## src/rtl/sfifo_pkg.sv

```systemverilog
package sfifo_pkg;
  typedef enum logic {IRQ_AT_OR_ABOVE, IRQ_AT_OR_BELOW} irq_mode_e;
endpackage

```

## src/rtl/sfifo_trig.sv

```systemverilog
module sfifo_trig
  import sfifo_pkg::*;
#(
  parameter int unsigned LVL_W = 4,
  parameter irq_mode_e   MODE  = IRQ_AT_OR_ABOVE
) (
  input  logic             clk_i,
  input  logic             rst_ni,
  input  logic             en_i,
  input  logic [LVL_W-1:0] level_i,
  input  logic [LVL_W-1:0] trig_i,
  output logic             irq_o
);
  logic hit;

  generate
    if (MODE == IRQ_AT_OR_ABOVE) begin : g_above
      assign hit = (level_i >= trig_i);
    end else begin : g_below
      assign hit = (level_i <= trig_i);
    end
  endgenerate

  assign irq_o = en_i & hit;

  a_r10_irq_off: assert property (@(posedge clk_i) disable iff (!rst_ni)
    !en_i |-> !irq_o);
endmodule

```

## src/rtl/sfifo_core.sv

```systemverilog
module sfifo_core
  import sfifo_pkg::*;
#(
  parameter int unsigned DEPTH = 8,
  parameter int unsigned WIDTH = 16,
  parameter irq_mode_e   MODE  = IRQ_AT_OR_ABOVE,
  localparam int unsigned PTR_W = (DEPTH > 1) ? $clog2(DEPTH) : 1,
  localparam int unsigned LVL_W = $clog2(DEPTH + 1),
  localparam int unsigned LEN_W = $clog2(WIDTH + 1)
) (
  input  logic             clk_i,
  input  logic             rst_ni,
  input  logic             en_i,
  input  logic             flush_i,
  input  logic             err_clr_i,
  input  logic [LVL_W-1:0] trig_i,
  input  logic [LEN_W-1:0] len_i,
  input  logic             push_i,
  input  logic [WIDTH-1:0] wdata_i,
  input  logic             pop_i,
  output logic [WIDTH-1:0] rdata_o,
  output logic [LVL_W-1:0] level_o,
  output logic             irq_o,
  output logic             ovr_o,
  output logic             udf_o
);
  localparam logic [LVL_W-1:0] FULL_LVL = LVL_W'(DEPTH);
  localparam logic [PTR_W-1:0] LAST_PTR = PTR_W'(DEPTH - 1);

  logic [WIDTH-1:0] mem [DEPTH];
  logic [PTR_W-1:0] wr_ptr, rd_ptr;
  logic [WIDTH-1:0] mask;
  logic [LEN_W-1:0] eff_len;
  logic             full, empty, do_push, do_pop, ovr_set, udf_set;

  // clamp word length into [2, WIDTH]
  always_comb begin
    eff_len = len_i;
    if (len_i < LEN_W'(2))          eff_len = LEN_W'(2);
    else if (len_i > LEN_W'(WIDTH)) eff_len = LEN_W'(WIDTH);
  end

  for (genvar b = 0; b < WIDTH; b++) begin : g_mask
    assign mask[b] = (LEN_W'(b) < eff_len);
  end

  assign full    = (level_o == FULL_LVL);
  assign empty   = (level_o == '0);
  assign do_pop  = en_i & pop_i & ~empty & ~flush_i;
  assign do_push = en_i & push_i & (~full | do_pop) & ~flush_i;
  assign ovr_set = en_i & push_i & full & ~do_pop & ~flush_i;
  assign udf_set = en_i & pop_i & empty & ~flush_i;

  always_ff @(posedge clk_i) begin
    if (do_push) mem[wr_ptr] <= wdata_i & mask;
  end

  always_ff @(posedge clk_i or negedge rst_ni) begin
    if (!rst_ni) begin
      wr_ptr  <= '0;
      rd_ptr  <= '0;
      level_o <= '0;
      rdata_o <= '0;
    end else if (flush_i) begin
      wr_ptr  <= '0;
      rd_ptr  <= '0;
      level_o <= '0;
    end else begin
      if (do_push) wr_ptr <= (wr_ptr == LAST_PTR) ? '0 : wr_ptr + 1'b1;
      if (do_pop) begin
        rd_ptr  <= (rd_ptr == LAST_PTR) ? '0 : rd_ptr + 1'b1;
        rdata_o <= mem[rd_ptr];
      end
      case ({do_push, do_pop})
        2'b10:   level_o <= level_o + 1'b1;
        2'b01:   level_o <= level_o - 1'b1;
        default: level_o <= level_o;
      endcase
    end
  end

  // set wins over clear
  always_ff @(posedge clk_i or negedge rst_ni) begin
    if (!rst_ni) begin
      ovr_o <= 1'b0;
      udf_o <= 1'b0;
    end else begin
      ovr_o <= ovr_set | (ovr_o & ~err_clr_i);
      udf_o <= udf_set | (udf_o & ~err_clr_i);
    end
  end

  sfifo_trig #(.LVL_W(LVL_W), .MODE(MODE)) i_trig (
    .clk_i   (clk_i),
    .rst_ni  (rst_ni),
    .en_i    (en_i),
    .level_i (level_o),
    .trig_i  (trig_i),
    .irq_o   (irq_o)
  );

  a_r2_level_bound: assert property (@(posedge clk_i) disable iff (!rst_ni)
    level_o <= FULL_LVL);
  a_r6_ovr_sticky: assert property (@(posedge clk_i) disable iff (!rst_ni)
    ovr_o && !err_clr_i |=> ovr_o);
  a_r6_ovr_discard: assert property (@(posedge clk_i) disable iff (!rst_ni)
    en_i && push_i && !pop_i && !flush_i && level_o == FULL_LVL
    |=> ovr_o && level_o == FULL_LVL);
  a_r7_udf_hold: assert property (@(posedge clk_i) disable iff (!rst_ni)
    en_i && pop_i && !flush_i && level_o == '0 |=> udf_o && $stable(rdata_o));
  a_r9_flush_empty: assert property (@(posedge clk_i) disable iff (!rst_ni)
    flush_i |=> level_o == '0);
  a_r10_disabled_hold: assert property (@(posedge clk_i) disable iff (!rst_ni)
    !en_i && !flush_i |=> $stable(level_o) && $stable(rdata_o));
endmodule

```

## src/rtl/sfifo_pair.sv

```systemverilog
module sfifo_pair
  import sfifo_pkg::*;
#(
  parameter int unsigned DEPTH = 8,
  parameter int unsigned WIDTH = 16,
  localparam int unsigned LVL_W = $clog2(DEPTH + 1),
  localparam int unsigned LEN_W = $clog2(WIDTH + 1)
) (
  input  logic             clk_i,
  input  logic             rst_ni,
  input  logic [LEN_W-1:0] wlen_i,
  input  logic             tx_en_i,
  input  logic             tx_flush_i,
  input  logic [LVL_W-1:0] tx_trig_i,
  input  logic             tx_err_clr_i,
  input  logic             tx_wr_i,
  input  logic [WIDTH-1:0] tx_wdata_i,
  input  logic             tx_pop_i,
  output logic [WIDTH-1:0] tx_rdata_o,
  output logic [LVL_W-1:0] tx_level_o,
  output logic             tx_irq_o,
  output logic             tx_ovr_o,
  output logic             tx_udf_o,
  input  logic             rx_en_i,
  input  logic             rx_flush_i,
  input  logic [LVL_W-1:0] rx_trig_i,
  input  logic             rx_err_clr_i,
  input  logic             rx_push_i,
  input  logic [WIDTH-1:0] rx_wdata_i,
  input  logic             rx_rd_i,
  output logic [WIDTH-1:0] rx_rdata_o,
  output logic [LVL_W-1:0] rx_level_o,
  output logic             rx_irq_o,
  output logic             rx_ovr_o,
  output logic             rx_udf_o
);
  sfifo_core #(.DEPTH(DEPTH), .WIDTH(WIDTH), .MODE(IRQ_AT_OR_BELOW)) i_tx (
    .clk_i     (clk_i),
    .rst_ni    (rst_ni),
    .en_i      (tx_en_i),
    .flush_i   (tx_flush_i),
    .err_clr_i (tx_err_clr_i),
    .trig_i    (tx_trig_i),
    .len_i     (wlen_i),
    .push_i    (tx_wr_i),
    .wdata_i   (tx_wdata_i),
    .pop_i     (tx_pop_i),
    .rdata_o   (tx_rdata_o),
    .level_o   (tx_level_o),
    .irq_o     (tx_irq_o),
    .ovr_o     (tx_ovr_o),
    .udf_o     (tx_udf_o)
  );

  sfifo_core #(.DEPTH(DEPTH), .WIDTH(WIDTH), .MODE(IRQ_AT_OR_ABOVE)) i_rx (
    .clk_i     (clk_i),
    .rst_ni    (rst_ni),
    .en_i      (rx_en_i),
    .flush_i   (rx_flush_i),
    .err_clr_i (rx_err_clr_i),
    .trig_i    (rx_trig_i),
    .len_i     (wlen_i),
    .push_i    (rx_push_i),
    .wdata_i   (rx_wdata_i),
    .pop_i     (rx_rd_i),
    .rdata_o   (rx_rdata_o),
    .level_o   (rx_level_o),
    .irq_o     (rx_irq_o),
    .ovr_o     (rx_ovr_o),
    .udf_o     (rx_udf_o)
  );
endmodule

```

## config.mk

```make
export PLATFORM = sky130hd
export DESIGN_NAME = sfifo_pair
export DESIGN_NICKNAME = d
export VERILOG_FILES = /design/src/rtl/sfifo_pkg.sv /design/src/rtl/sfifo_trig.sv /design/src/rtl/sfifo_core.sv /design/src/rtl/sfifo_pair.sv
export SDC_FILE = /design/constraint.sdc
export NUM_CORES = 1
export LEC_CHECK = 0
export BUFFER_PORTS_ARGS = -buffer_cell sky130_fd_sc_hd__buf_2
export CAP_MARGIN = 5
export CORE_UTILIZATION = 29
export CTS_CLUSTER_SIZE = 10
export DETAILED_ROUTE_END_ITERATION = 6
export PLACE_DENSITY = 0.56
export SYNTH_ARGS = -nofsm -noshare
export SYNTH_HDL_FRONTEND = slang
export SYNTH_SLANG_ARGS = --single-unit
```

## constraint.sdc

```tcl
create_clock -name clk_i -period 2.9 [get_ports clk_i]
set_input_delay 0 -clock clk_i [delete_from_list [all_inputs] [get_ports clk_i]]
set_output_delay 0 -clock clk_i [all_outputs]
set_load 0.05 [all_outputs]
```

# After elaboration in Yosys (flattened, before gate mapping)
# Memories as Yosys holds them, arrays and structs flattened. A register that Yosys moved wholly into a read port is not among the register bits.
# Index checks and enable logic that the tools add are counted.
[word_totals]
latch_bits = 0
rom_bits = 0
out_inout_bits = 46
in_bits = 57
mem_bits_rw = 256
reg_bits = 24
n_memories = 2
word_cells = 130
[classes]
bitwise_logic = 46
div = 0
add_sub_neg = 8
n_shift = 0
n_reduce_logical = 12
n_mux = 22
magnitude_cmp = 20
n_mul = 0
n_eq_ne = 10
[memory_table]
columns = ["name", "words", "word_bits", "read_ports", "rd_clocked_by_memory_dff", "write_ports", "line_no", "source"]
rows = [
  ["i_rx.mem", 8, 16, 1, 1, 1, "sfifo_core.sv:30", "logic [WIDTH-1:0] mem [DEPTH];"],
  ["i_tx.mem", 8, 16, 1, 1, 1, "sfifo_core.sv:30", ""],
]
[ops]
columns = ["cell", "n"]
rows = [
  ["< comparator 4 x 5 -> 1 bit (first input constant)", 8],
  ["two-way mux 3 bit", 12],
  ["AND 16 bit", 2],
  ["AND 1 bit", 28],
  ["< comparator 3 x 5 -> 1 bit (first input constant)", 4],
  ["one-hot mux 4 bit (2 select lines)", 2],
  ["adder 3 x 1 -> 3 bit (second input constant)", 4],
  ["== test 3 bit (second input constant)", 4],
  ["< comparator 1 x 5 -> 1 bit (first input constant)", 2],
  ["< comparator 2 x 5 -> 1 bit (first input constant)", 2],
  ["two-way mux 5 bit", 2],
  ["NOT 1 bit", 10],
  ["adder 4 x 1 -> 4 bit (second input constant)", 2],
  ["== test 4 bit (second input constant)", 2],
  ["logical NOT 4 bit", 2],
  ["two-way mux 4 bit", 2],
  ["nonzero test 2 bit", 4],
  ["subtractor 4 x 1 -> 4 bit (second input constant)", 2],
  ["OR 1 bit", 6],
  ["nonzero test 3 bit", 2],
  ["greater-than comparator 5 bit (second input constant)", 1],
  ["< comparator 5 x 2 -> 1 bit (second input constant)", 1],
  ["== test 2 x 1 -> 1 bit (second input constant)", 2],
  ["== test 2 bit (second input constant)", 2],
  ["5 further kinds", 10],
]

# Depth between registers and ports, before layout
[depth]
ltp_word = 10
ltp_mapped = 9
mapped_depth_nobuf = 9

# By module
# A second synthesis with hierarchy kept.
[hier_totals]
cells_unflattened = 754
hier_area_um2 = 12951.2
[by_module_without_submodules]
columns = ["module", "seq_area_each_um2", "area_each_um2", "n_inst", "cells_each"]
rows = [
  ["sfifo_core (i_rx)", 4544.4, 6371.1, 1, 361],
  ["sfifo_core (i_tx)", 4544.4, 6368.6, 1, 365],
  ["sfifo_trig (i_tx.i_trig)", 0.0, 112.6, 1, 14],
  ["sfifo_trig (i_rx.i_trig)", 0.0, 98.8, 1, 14],
]

# Least setup slack after synthesis
# OpenSTA, ideal clock, no wires.
[synth_path]
path_kind = "register -> register"
startpoint = "register i_tx.level_o[1]"
endpoint = "memory i_tx.mem[0][0] (enable)"
setup_slack_ns = -0.033
n_path_buf = 0
setup_ns = 0.409
path_stages_with_launch = 6
t_required_ns = 2.491
period_less_slack_ns = 2.933
arrival_time_ns = 2.524
path_cell_list = "dfrtp_1 -> nor3_2 -> nor3b_1 -> nor3_1 -> nand2b_1 -> nor3_1"
[synth_between]
elab_chain_cells = 9
word_cells_on_any_way = 11
cone_classes = "eq/ne (1); mux (2); bitwise (7); reduce/logical (1)"
[synth_lines]
columns = ["item", "line_no", "source"]
rows = [
  ["from (decl)", "sfifo_core.sv:22", "output logic [LVL_W-1:0] level_o,"],
  ["from (signal assigned)", "sfifo_core.sv:75", "2'b10: level_o <= level_o + 1'b1;"],
  ["from (signal assigned)", "sfifo_core.sv:76", "2'b01: level_o <= level_o - 1'b1;"],
  ["from (signal assigned)", "sfifo_core.sv:77", "default: level_o <= level_o;"],
  ["logical NOT 4 bit", "sfifo_core.sv:48", "assign empty = (level_o == '0);"],
  ["NOT 1 bit", "sfifo_core.sv:49", "assign do_pop = en_i & pop_i & ~empty & ~flush_i;"],
  ["AND 1 bit (2 in series)", "sfifo_core.sv:49", ""],
  ["OR 1 bit *", "sfifo_core.sv:50", "assign do_push = en_i & push_i & (~full | do_pop) & ~flush_i;"],
  ["AND 1 bit * (2 in series)", "sfifo_core.sv:50", ""],
  ["two-way mux 1 bit *", "sfifo_core.sv:55", "if (do_push) mem[wr_ptr] <= wdata_i & mask;"],
  ["two-way mux 1 bit (implied by the code) *", "sfifo_core.sv:55", ""],
  ["to (decl)", "sfifo_core.sv:30", ""],
]
# Every way passes the cells marked *; elsewhere a longest branch is shown, timed or not.

# Final worst setup path
[layout_path]
startpoint = "register i_tx.level_o[1]"
endpoint = "register i_tx.level_o[3]"
[layout_between]
elab_chain_cells = 10
word_cells_on_any_way = 16
cone_classes = "add/sub (2); eq/ne (3); mux (2); bitwise (7); reduce/logical (2)"
[layout_lines]
columns = ["item", "line_no", "source"]
rows = [
  ["logical NOT 4 bit", "sfifo_core.sv:48", ""],
  ["NOT 1 bit", "sfifo_core.sv:49", ""],
  ["AND 1 bit (2 in series)", "sfifo_core.sv:49", ""],
  ["OR 1 bit", "sfifo_core.sv:50", ""],
  ["AND 1 bit (2 in series)", "sfifo_core.sv:50", ""],
  ["== test 2 x 1 -> 1 bit or == test 2 bit (tied branches)", "sfifo_core.sv:74", "case ({do_push, do_pop})"],
  ["one-hot mux 4 bit (2 select lines)", "sfifo_core.sv:74", ""],
  ["two-way mux 4 bit", "sfifo_core.sv:64", "end else if (flush_i) begin"],
]
# Parallel ways exist; a longest one is shown, timed or not.
# A chain may end at the register's enable or synchronous reset.

==> results.json <==
{
  "worst_setup_hold_path_clk_slew_ns": 0.05,
  "tritoncts": "built",
  "routedWlPerCell_um": 18.8,
  "layout_worst_path_cycle_share_pct": 89.1,
  "route.vias.total": 6953,
  "syn-cell-area_mm2": 0.0127,
  "initialDrtViolationCount": 431,
  "cp_num_buf_inv": 1,
  "grt_first_pass_wirelength_mm": 43.6,
  "max-vdd-ir-drop_mv": 0.564,
  "power.internal_mw": 8.15,
  "setup_viol": 0,
  "layout.cells.most_common": "sky130_fd_sc_hd__edfxtp_1",
  "grt.total_usage_pct": 13.2,
  "synth_seq_cells": 312,
  "fp.coreArea_mm2": 0.0432,
  "layout.nets": 983,
  "fmax_mhz": 387,
  "clockBufferDepth": 3,
  "worstSetupEndpointType": "flop",
  "clock_tree.root_cell": "sky130_fd_sc_hd__clkbuf_16",
  "cts_post_setup_buffers_inserted": 0,
  "timing.final.hold_violations": 0,
  "highest_layer": "met5",
  "areaGrowthSynthToFinish_pct": 22.5,
  "synthFlopType": "sky130_fd_sc_hd__edfxtp_1",
  "detail_route.vias_per_cell": 4.57,
  "clock_power_share_pct": 37.0,
  "die-area_mm2": 0.0447,
  "p_leak_nw": 5.45,
  "worstSetupStartpointType": "flop",
  "run_status": "finished clean",
  "synth-edff-count": 256,
  "timing.critical_path.arrival_ns": 3.03,
  "worstPathCellList": "or4_1 -> nand2_1 -> inv_1 -> ha_1 -> o21ai_0 -> nand2b_1 -> mux2_1 -> or3_1 -> a21oi_1",
  "wl_met3_mm": 1.85,
  "cell_rows": 76,
  "synthesis.yosys.warnings": 0,
  "worst-setup-path-type": "reg -> reg",
  "syn_avg_cell_area_um2": 17.4,
  "dpl_worst_slack_ns": 0.321,
  "worstPathRequired_ns": 3.35,
  "slew_limit_headroom_pct": 41.2,
  "grt_max_degree": 57,
  "power.combinational.fraction_pct": 16.3,
  "max_slew_violation_total_from_the_final_report": 0,
  "commonest_cells_after_routing_fill_and_taps_aside": "256 x sky130_fd_sc_hd__edfxtp_1, 102 x sky130_fd_sc_hd__buf_2, 66 x sky130_fd_sc_hd__nor2_1",
  "setup_slack_ns": 0.316,
  "htree_num_levels": 2,
  "setup_repair_after_global_routing_missed_its_margin": "false",
  "drt_wl_total_mm": 28.6,
  "netlist_instances": 730,
  "skew_ns": 0.0140,
  "timing.critical_path.max_delay_family": "simple AND/OR/NAND/NOR gates",
  "drive_gt1_share_pct": 27.7,
  "met1Wirelength_mm": 12.6,
  "worst_pin_slew_ns": 0.881,
  "port_buffer_count": 102,
  "num-fill-cells": 4089,
  "maximum_capacitance_violations": 0,
  "place.gp.congestion": 0.748,
  "synth.yosys.seq_area_share_pct": 71.5,
  "pwr_density_cell_mw_per_mm2": 729,
  "slowest_delay_ns": 0.60,
  "detail_route.first_pass.iterations": 5,
  "initial_core_util_pct": 29.4,
  "die_height_um": 211,
  "netSwitchingPower_mw": 3.19,
  "top_level_ports": 103,
  "hpwl_mm": 18.0,
  "critical_path.max_fanout": 9,
  "timing.setup.tns_ns": 0,
  "final_period_minus_worst_setup_slack_ns": 2.58,
  "met2WireLength_mm": 13.7,
  "synth.net_count": 807,
  "post_detailed_route_drc_marker_count": 0,
  "distinct_cells_synth": 43,
  "vias_in_the_first_global_route": 7081,
  "synth_async_sr_flop_share_pct": 17.9,
  "power_switching_share_pct": 28.1,
  "hold_class": "in -> reg",
  "clock_latency_ns": 0.52,
  "drtAntennaViolNets": 0,
  "pwr-share-seq_pct": 46.7,
  "grt_antenna_before_repair": 3,
  "global_route.overflow_total": 0,
  "cp_slowest_cell": "sky130_fd_sc_hd__or4_1",
  "die_width_um": 211,
  "cts.sinks": 312,
  "tritoncts.num_buffers": 37
}
## metal layers
layer | vias up | global-route usage, %
met3 | 48 | 2.95
met2 | 209 | 21.3
met1 | 3491 | 17.9
met4 | 4 | 3.50
li1 | 3201 | -
met5 | - | 0
## synth_stat cells (2+ instances only)
| library cell | number | area (um^2) |
|---|---|---|
| sky130_fd_sc_hd__o21ai_0 | 8 | 40.0 |
| sky130_fd_sc_hd__mux4_2 | 64 | 1440 |
| sky130_fd_sc_hd__clkbuf_1 | 25 | 93.8 |
| sky130_fd_sc_hd__o21a_1 | 2 | 15.0 |
| sky130_fd_sc_hd__nand2b_1 | 11 | 68.8 |
| sky130_fd_sc_hd__o2111ai_1 | 2 | 17.5 |
| sky130_fd_sc_hd__edfxtp_1 | 256 | 7690 |
| sky130_fd_sc_hd__nor2_1 | 67 | 251 |
| sky130_fd_sc_hd__a41oi_1 | 2 | 17.5 |
| sky130_fd_sc_hd__a21o_1 | 2 | 15.0 |
| sky130_fd_sc_hd__mux2_1 | 2 | 22.5 |
| sky130_fd_sc_hd__or2_2 | 2 | 12.5 |
| sky130_fd_sc_hd__a31oi_1 | 7 | 43.8 |
| sky130_fd_sc_hd__a21boi_0 | 6 | 45.0 |
| sky130_fd_sc_hd__nor3_1 | 9 | 45.0 |
| sky130_fd_sc_hd__nand3_1 | 3 | 15.0 |
| sky130_fd_sc_hd__inv_1 | 16 | 60.1 |
| sky130_fd_sc_hd__o22ai_1 | 2 | 12.5 |
| sky130_fd_sc_hd__xnor2_1 | 7 | 61.3 |
| sky130_fd_sc_hd__buf_1 | 2 | 7.51 |
| sky130_fd_sc_hd__or3_1 | 2 | 12.5 |
| sky130_fd_sc_hd__and2_1 | 4 | 25.0 |
| sky130_fd_sc_hd__nor2b_1 | 21 | 131 |
| sky130_fd_sc_hd__mux2i_1 | 42 | 420 |
| sky130_fd_sc_hd__nor3b_1 | 2 | 15.0 |
| sky130_fd_sc_hd__nand2_1 | 17 | 63.8 |
| sky130_fd_sc_hd__dfrtp_1 | 56 | 1400 |
| sky130_fd_sc_hd__nand3b_1 | 3 | 22.5 |
| sky130_fd_sc_hd__buf_2 | 9 | 45.0 |
| sky130_fd_sc_hd__a21oi_1 | 46 | 230 |
| sky130_fd_sc_hd__ha_1 | 20 | 250 |
| sky130_fd_sc_hd__or4_1 | 2 | 15.0 |
## registers in the layout, indices dropped and copies added (netlist names)
signal	flops
i_tx.wr_ptr	3
i_rx.level_o	4
i_rx.udf_o	1
i_rx.wr_ptr	3
i_tx.rdata_o	16
i_tx.udf_o	1
i_tx.ovr_o	1
i_tx.rd_ptr	3
i_rx.ovr_o	1
i_rx.rd_ptr	3
i_tx.mem	128
i_rx.rdata_o	16
i_rx.mem	128
i_tx.level_o	4
## stage by stage
step                hold slack, ns  util [%]  power (mW)  cell area [um^2]  cells
floorplan                   -0.296         -        6.70             12700    730
global placement             0.210      32.7        7.21             14100   1417
detailed placement           0.207      32.7        7.23             14100   1417
CTS                       0.000592      36.1        11.5             15600   1519
global route                0.0230      36.1        11.8             15600   1519
finish                     0.00969      36.1        11.3             15600   1520
## worst paths after layout
check                      depth (start not counted)  slack (ns)               end        startpoint
setup / recovery                                   9        0.32   i_tx.level_o[3]   i_tx.level_o[1]
hold / removal                                     2        0.01   i_rx.mem[2][11]    rx_wdata_i[11]
min in group asynchronous                          3        0.21   i_rx.level_o[3]            rst_ni
hold reg to reg                                    2        0.52  i_rx.rdata_o[11]  i_rx.rdata_o[11]
max in group asynchronous                          3        2.05    i_tx.rd_ptr[0]            rst_ni
setup reg to reg                                   9        0.32   i_tx.level_o[3]   i_tx.level_o[1]
## power by group through the flow
| stage | combinational, mW | clock [mW] | sequential, mW |
|---|---|---|---|
| 3_5_place_dp | 1.84 | 0 | 5.39 |
| 2_1_floorplan | 0.504 | 0 | 6.19 |
| 6_report | 1.85 | 4.20 | 5.29 |
| 5_1_grt | 1.98 | 4.51 | 5.34 |
| 4_1_cts | 1.88 | 4.31 | 5.30 |
| 3_3_place_gp | 1.82 | 0 | 5.39 |
## area by class of cell
cell class                 count  area (um^2)  share of cell area [%]
antenna                        1         2.50                  0.0161
clock buffer                  66         1090                    6.98
clock inverter                 1         8.76                  0.0563
inverter                      16         60.1                   0.386
multi-input combinational    366         3440                    22.1
sequential                   312         9090                    58.4
tap                          585          732                    4.70
timing repair buffer         173         1140                    7.34
## kinds of logic after synthesis
| group | count (synthesis) | share of synthesized area, % |
|---|---|---|
| multiplexers | 108 | 14.8 |
| XOR/XNOR | 7 | 0.482 |
| flip-flops | 312 | 71.5 |
| adder cells (fa/ha/maj) | 20 | 1.97 |
| buffers and inverters | 52 | 1.62 |
| AO/OA/AOI/OAI | 80 | 3.64 |
| AND/OR/NAND/NOR | 151 | 5.97 |
## what timing repair did
action                                 CTS  global route
endpoints found under the hold margin  252             0
gates resized for setup                  0             0
hold buffers                            35             0
Power figures use the tool's default switching activity.
